### config.mk
export PLATFORM = sky130hd
export DESIGN_NAME = gpio_bank_array
export DESIGN_NICKNAME = d
export VERILOG_FILES = /design/src/rtl/gpio_bank_pkg.sv /design/src/rtl/gpio_sync.sv /design/src/rtl/gpio_bus_fsm.sv /design/src/rtl/gpio_pin_route.sv /design/src/rtl/gpio_bank_array.sv
export SDC_FILE = /design/constraint.sdc
export NUM_CORES = 1
export LEC_CHECK = 0
export BUFFER_PORTS_ARGS = -buffer_cell sky130_fd_sc_hd__buf_2
export CORE_MARGIN = 2
export CORE_UTILIZATION = 50
export CTS_BUF_LIST = sky130_fd_sc_hd__clkbuf_16
export CTS_CLUSTER_SIZE = 20
export DETAILED_ROUTE_END_ITERATION = 10
export PLACE_DENSITY = 0.81
export SYNTH_ARGS = -nofsm -noshare
export SYNTH_HDL_FRONTEND = slang
export SYNTH_HIERARCHICAL = 1
export SYNTH_SLANG_ARGS = --single-unit
### constraint.sdc
create_clock -name clk -period 2.4 [get_ports clk]
set_clock_uncertainty 0.15 [all_clocks]
set_input_delay 0.48 -clock clk [delete_from_list [all_inputs] [get_ports clk]]
set_output_delay 0.48 -clock clk [all_outputs]
set_load 0.005 [all_outputs]
### src/rtl/gpio_bank_pkg.sv
package gpio_bank_pkg;

    localparam int PERIPH_BANKS = 3;

    typedef struct packed {
        logic [2:0] bank;
        logic       io;
        logic       pd;
        logic       pu;
        logic       ie;
        logic       oe;
    } pin_cfg_t;

    typedef enum logic {
        S_IDLE = 1'b0,
        S_ACK  = 1'b1
    } bus_state_t;

endpackage

### src/rtl/gpio_sync.sv
module gpio_sync #(
    parameter int W = 8
) (
    input  logic         clk,
    input  logic         rst_n,
    input  logic [W-1:0] d,
    output logic [W-1:0] q
);
    logic [W-1:0] meta;

    always_ff @(posedge clk or negedge rst_n) begin
        if (!rst_n) begin
            meta <= '0;
            q    <= '0;
        end else begin
            meta <= d;
            q    <= meta;
        end
    end
endmodule

### src/rtl/gpio_bus_fsm.sv
module gpio_bus_fsm
    import gpio_bank_pkg::*;
(
    input  logic clk,
    input  logic rst_n,
    input  logic cyc,
    input  logic stb,
    output logic accept,
    output logic ack
);
    bus_state_t state, state_nx;

    always_ff @(posedge clk or negedge rst_n) begin
        if (!rst_n) state <= S_IDLE;
        else        state <= state_nx;
    end

    always_comb begin
        state_nx = state;
        accept   = 1'b0;
        ack      = 1'b0;
        unique case (state)
            S_IDLE: begin
                if (cyc && stb) begin
                    accept   = 1'b1;
                    state_nx = S_ACK;
                end
            end
            S_ACK: begin
                ack      = 1'b1;
                state_nx = S_IDLE;
            end
        endcase
    end

    // acknowledge follows acceptance by one cycle
    a_r8_ack_next: assert property (@(posedge clk) disable iff (!rst_n)
        accept |=> ack);
    // acknowledge is a single-cycle pulse
    a_r8_ack_pulse: assert property (@(posedge clk) disable iff (!rst_n)
        ack |=> !ack);
endmodule

### src/rtl/gpio_pin_route.sv
module gpio_pin_route
    import gpio_bank_pkg::*;
(
    input  pin_cfg_t                cfg,
    input  logic                    pad_i,
    input  logic [PERIPH_BANKS-1:0] per_o,
    input  logic [PERIPH_BANKS-1:0] per_oe,
    input  logic [PERIPH_BANKS-1:0] per_ie,
    output logic [PERIPH_BANKS-1:0] per_i,
    output logic                    pad_o,
    output logic                    pad_oe,
    output logic                    pad_ie,
    output logic                    pad_pu,
    output logic                    pad_pd
);
    always_comb begin
        pad_pu = cfg.pu;
        pad_pd = cfg.pd;
        pad_o  = 1'b0;
        pad_oe = 1'b0;
        pad_ie = 1'b0;
        per_i  = '0;
        if (cfg.bank == 3'd0) begin
            pad_o  = cfg.io;
            pad_oe = cfg.oe;
            pad_ie = cfg.ie;
        end else begin
            for (int b = 0; b < PERIPH_BANKS; b++) begin
                if (cfg.bank == 3'(b + 1)) begin
                    pad_o    = per_o[b];
                    pad_oe   = per_oe[b];
                    pad_ie   = per_ie[b];
                    per_i[b] = pad_i;
                end
            end
        end
    end
endmodule

### src/rtl/gpio_bank_array.sv
module gpio_bank_array
    import gpio_bank_pkg::*;
#(
    parameter int NUM_PINS = 16,
    parameter int DATA_W   = 32,
    parameter int ADDR_W   = 4
) (
    input  logic                           clk,
    input  logic                           rst_n,
    input  logic                           wb_cyc,
    input  logic                           wb_stb,
    input  logic                           wb_we,
    input  logic [ADDR_W-1:0]              wb_adr,
    input  logic [DATA_W-1:0]              wb_dat_w,
    output logic [DATA_W-1:0]              wb_dat_r,
    output logic                           wb_ack,
    input  logic [NUM_PINS-1:0]            pad_i,
    output logic [NUM_PINS-1:0]            pad_o,
    output logic [NUM_PINS-1:0]            pad_oe,
    output logic [NUM_PINS-1:0]            pad_ie,
    output logic [NUM_PINS-1:0]            pad_pu,
    output logic [NUM_PINS-1:0]            pad_pd,
    input  logic [3*NUM_PINS-1:0]          per_o,
    input  logic [3*NUM_PINS-1:0]          per_oe,
    input  logic [3*NUM_PINS-1:0]          per_ie,
    output logic [3*NUM_PINS-1:0]          per_i
);
    localparam int PPR  = DATA_W / 8;
    localparam int ROWS = (NUM_PINS + PPR - 1) / PPR;

    logic                  accept;
    logic [NUM_PINS-1:0]   pad_i_s;
    pin_cfg_t              cfg_q  [NUM_PINS];
    pin_cfg_t              rd_byte[NUM_PINS];
    logic [NUM_PINS*8-1:0] cfg_flat;
    logic [DATA_W-1:0]     rd_word;

    gpio_bus_fsm u_fsm (
        .clk    (clk),
        .rst_n  (rst_n),
        .cyc    (wb_cyc),
        .stb    (wb_stb),
        .accept (accept),
        .ack    (wb_ack)
    );

    gpio_sync #(.W(NUM_PINS)) u_sync (
        .clk   (clk),
        .rst_n (rst_n),
        .d     (pad_i),
        .q     (pad_i_s)
    );

    for (genvar p = 0; p < NUM_PINS; p++) begin : g_pin
        localparam int ROW  = p / PPR;
        localparam int LANE = p % PPR;
        pin_cfg_t wr_new, wr_byte;
        logic     row_sel;

        assign row_sel = (wb_adr == ADDR_W'(ROW));
        assign wr_new  = pin_cfg_t'(wb_dat_w[LANE*8 +: 8]);

        always_comb begin
            wr_byte = wr_new;
            if (!wr_new.oe) wr_byte.io = cfg_q[p].io;
            rd_byte[p] = cfg_q[p];
            if (!cfg_q[p].oe) rd_byte[p].io = pad_i_s[p];
        end

        always_ff @(posedge clk or negedge rst_n) begin
            if (!rst_n)                            cfg_q[p] <= '0;
            else if (accept && wb_we && row_sel)   cfg_q[p] <= wr_byte;
        end

        assign cfg_flat[p*8 +: 8] = cfg_q[p];

        gpio_pin_route u_route (
            .cfg    (cfg_q[p]),
            .pad_i  (pad_i[p]),
            .per_o  ({per_o[2*NUM_PINS+p],  per_o[NUM_PINS+p],  per_o[p]}),
            .per_oe ({per_oe[2*NUM_PINS+p], per_oe[NUM_PINS+p], per_oe[p]}),
            .per_ie ({per_ie[2*NUM_PINS+p], per_ie[NUM_PINS+p], per_ie[p]}),
            .per_i  ({per_i[2*NUM_PINS+p],  per_i[NUM_PINS+p],  per_i[p]}),
            .pad_o  (pad_o[p]),
            .pad_oe (pad_oe[p]),
            .pad_ie (pad_ie[p]),
            .pad_pu (pad_pu[p]),
            .pad_pd (pad_pd[p])
        );

        // a write with output enable clear keeps the stored data bit
        a_r5_io_kept: assert property (@(posedge clk) disable iff (!rst_n)
            (accept && wb_we && row_sel && !wb_dat_w[LANE*8])
            |=> (cfg_q[p].io == $past(cfg_q[p].io)));
    end

    always_comb begin
        rd_word = '0;
        for (int p = 0; p < NUM_PINS; p++) begin
            if (wb_adr == ADDR_W'(p / PPR)) rd_word[(p % PPR)*8 +: 8] = rd_byte[p];
        end
    end

    always_ff @(posedge clk or negedge rst_n) begin
        if (!rst_n)                 wb_dat_r <= '0;
        else if (accept && !wb_we)  wb_dat_r <= rd_word;
    end

    // a write to an unpopulated row changes no pin byte
    a_r7_oor_write: assert property (@(posedge clk) disable iff (!rst_n)
        (accept && wb_we && ({1'b0, wb_adr} >= (ADDR_W+1)'(ROWS)))
        |=> $stable(cfg_flat));
endmodule

==> run summary <==
The compound-gate portion of the synthesized area was 0.0345; the half-perimeter wire length after placement was 23700 um. For this design the total switching power over the nets is 2380 uW. Worst-margin pin slew: 538 ps. The later pin in the worst-skew pair is clocked with a latency of 440 ps.

Clock share of power: 0.343. The worst hold-check path type was in2reg. The gate count of the mapped netlist is 813, and the final count of hold timing violations is 0. In this run the worst path has a maximum fanout of 6. Relative to the synthesized area, the layout overhead comes to 29.4%. The die is 144 um tall. The critical path's largest stage delay is 530 ps. The worst-case clock buffer depth was 2; the number of nets in the layout was 1382.

The run gives 0 as the final global-route overflow total. Fraction of the mapped netlist area in simple logic gates: 0.194. After clock tree synthesis, the clock-pin slew on the worst setup and hold paths is 70 ps. Power density over cell area: 682 nW/um^2. Once layout is done, the placed cells without fillers occupy 12800 um^2. The dominant register cell in the synthesized netlist was dfrtp_1. The tools report the post-placement setup slack as 241 ps.

The run gives 6 as the number of warnings issued by yosys. For the worst setup path, the data required time is 1770 ps. The detailed-route wire length was 32100 um. Using the TritonRoute via totals, the vias-per-cell ratio works out to 5.69.

The number of setup violations in the final report is 0. Entering global routing, the biggest net connects 64 pins. Critical path's top delay family: multiplexers. The average instance in the mapped netlist occupies 12.1 um^2.

Combinational group share of total power: 0.196. The number of synthesized flops with an enable pin works out to 0. The run gives 1 as the initial antenna violation count.

The worst slew slack as a fraction of its limit was 0.641. The tools report the all-layer global routing usage as 0.305. Summed over all cells, the static leakage comes to 0.00676 uW. The initial DRC count came out at 596.

Final worst-path cycle share: 0.984. The number of global-route vias before repair is 8049, and the number of port buffers is 361. The tools report the initial core utilization as 0.509.

The area share of the leading cell type in the synthesized netlist came out at 0.489. The capturing element type of the critical path was a primary output. For the global placer's final weighted congestion, the log shows 0.869.

The tools report the sequential cell area fraction in the yosys report as 0.489. The via count of the routed design is 8307. The fraction of registers with async set or reset after synthesis was 1.00; the placed standard-cell area was 12000 um^2.

The synthesis-stage register bit count was 193. The worst path meets setup with 38.4 ps of slack. The number of pins exceeding their max-slew limit in the final report was 0. The run finished with clean final reports.

By area, the combinational part of the netlist is dominated by multiplexers. The internal portion of the total power is 6330 uW. The logs give 4 for the deepest level of the CTS H-tree and 8710 uW for the total power after layout.

In this run the horizontal extent of the chip is 144 um. The wire length of the first global-routing pass is 47100 um. Highest-delay cell along the critical path: mux4_2.

The logs give 0.461 for the power share of the sequential group and 1014 for the number of nets produced by synthesis. The tools report the root buffer cell as clkbuf_16. The post-synthesis instance area is 9870 um^2, and the CTS buffer count is 17. The adder and majority cell fraction of the synthesized area came out at 0.

The signal on the critical path passes through mux4_2 -> nor2b_1 -> buf_2. The total area inside the core boundary comes to 19400 um^2. The fraction of layout cells with a size suffix above 1 works out to 0.483.

Minimum clock period: 2360 ps. The synthesized-area fraction occupied by xor and xnor cells was 0. Proportion of total power due to net switching: 0.273. Accumulated negative setup slack: 0 ps. Static timing analysis puts the maximum clock frequency at 0.423 GHz. The floorplan step defined a die boundary enclosing 20900 um^2. The number of routed nets with antenna violations came out at 0. The share of synthesized area spent on multiplexers was 0.241; the post-route DRC violation count was 0. The number of buffer and inverter instances along the worst setup path was 1.

The commonest cells after synthesis are 265 x nand2_1, 193 x dfrtp_1, 60 x mux4_2. The critical path is of the reg2out type. The number of distinct standard cells referenced by the synthesized netlist is 28, and the number of detailed-routing iterations run before antenna repair is 5. After synthesis, the cell types taking the most area are dfrtp_1 49%, mux4_2 14%, nand2_1 10%. The floorplan has 51 rows. The arrival time of data at the critical path endpoint is 1730 ps. TritonCTS built the clock tree. The kind of start point of the critical path was a register. 362 I/O pins were placed. The filler cells instantiated in the layout total 1513. The clock net in this run drives a total of 193 sinks.

The max-cap check violation count is 0, and the maximum vdd ir drop is 0.524 mV. Of all cell types, the one taking the most synthesized area is dfrtp_1. Setup repair after global routing could not meet its margin everywhere. Cell with the most instances after synthesis: nand2_1. After detailed routing, the average wire length per cell comes to 22.0 um.
[timing repair]
| action | in CTS | in global routing |
|---|---|---|
| resized for setup | 17 | 25 |
| setup buffers | 5 | 12 |
| hold buffers | 1 | 0 |
| setup endpoints to repair | 43 | 24 |
| endpoints found under the hold margin | 59 | 0 |
[metal layers]
metal  wire length [um]  part of all wire  vias to the layer above  track usage
li1                   -                 -                     3642            -
met5                  0                 0                        -            0
met3               2660             0.083                       56       0.0616
met4                779             0.024                        0        0.102
met1              12400              0.38                     4159        0.389
met2              16300              0.51                      450        0.525
[layout by cell type (no fill, tap or decap), types with 2 or more instances in the layout]
master,count
buf_2,357
nand2_1,265
dfrtp_1,177
mux4_2,72
buf_4,45
nor2b_1,42
mux2_2,35
nor4bb_1,32
a22o_1,28
clkbuf_16,17
mux2i_1,16
dfrtp_2,16
and4b_1,16
o21ai_0,8
buf_12,7
nor2b_4,6
mux2_1,5
nor3_1,4
o22ai_1,4
o211ai_1,4
bufinv_16,4
mux4_1,4
nor2_4,3
inv_6,3
clkinv_2,3
buf_6,3
nand2b_1,2
or2_1,2
nor3_4,2
clkinvlp_4,2
clkinv_1,2
[power groups by stage]
stage	Combinational (uW)	Sequential, uW	Clock (uW)
after floorplan	961	3880	0
after global placement	1550	4050	0
after detailed placement	1590	4060	0
after CTS	1630	4000	3000
after global routing	1860	4060	3130
final	1710	4010	2980
[flip-flops by register name, indices dropped and copies added, names as in the netlist]
| name | cells |
|---|---|
| cfg_flat | 128 |
| wb_dat_r | 32 |
| u_sync/meta | 16 |
| u_sync/q | 16 |
| u_fsm/state | 1 |
[final timing paths]
path	startpoint	endpoint	slack [ps]	cells past startpoint
min in group asynchronous	rst_n	cfg_flat[50]	450	2
worst min-delay path	pad_i[9]	u_sync/meta[9]	20	1
worst max-delay path	cfg_flat[38]	pad_ie[4]	40	3
max in group asynchronous	rst_n	cfg_flat[14]	1020	3
worst max register to register	u_fsm/state	cfg_flat[36]	380	7
worst min register to register	u_sync/meta[1]	u_sync/q[1]	200	0
[cell type report]
cell class	instances	area, um^2	share of cell area
clock inverters	15	188	0.0147
diodes	1	2.50	0.000196
clock buffers	17	425	0.0333
flip-flops and latches	193	4850	0.380
well taps	265	332	0.0260
multi-input cells	555	4650	0.364
repair buffers	414	2320	0.182
[logic make-up (layout without fill, tap and decap cells)]
logic type,after synthesis,count (layout)
AO/OA/AOI/OAI,44,44
buffers and inverters,65,446
flip-flops,193,193
multiplexers,132,132
other,0,1
AND/OR/NAND/NOR,379,379
[worst reg2reg max path: stages, from the launching register on]
cell,delay (ps)
dfrtp_1,370
and3b_1,270
nand4bb_1,130
buf_4,210
nor2_4,140
buf_4,240
nand2_1,120
mux2_2,290
[metrics by stage]
step,cells,hold slack (ps),utilization
global route,1460,25.7,0.658
floorplan,813,34.4,-
detailed placement,1409,185,0.617
CTS,1447,19.1,0.652
finish,1460,24.2,0.658
global placement,1409,182,0.617
Note: power is estimated with default switching activity, not from simulation.
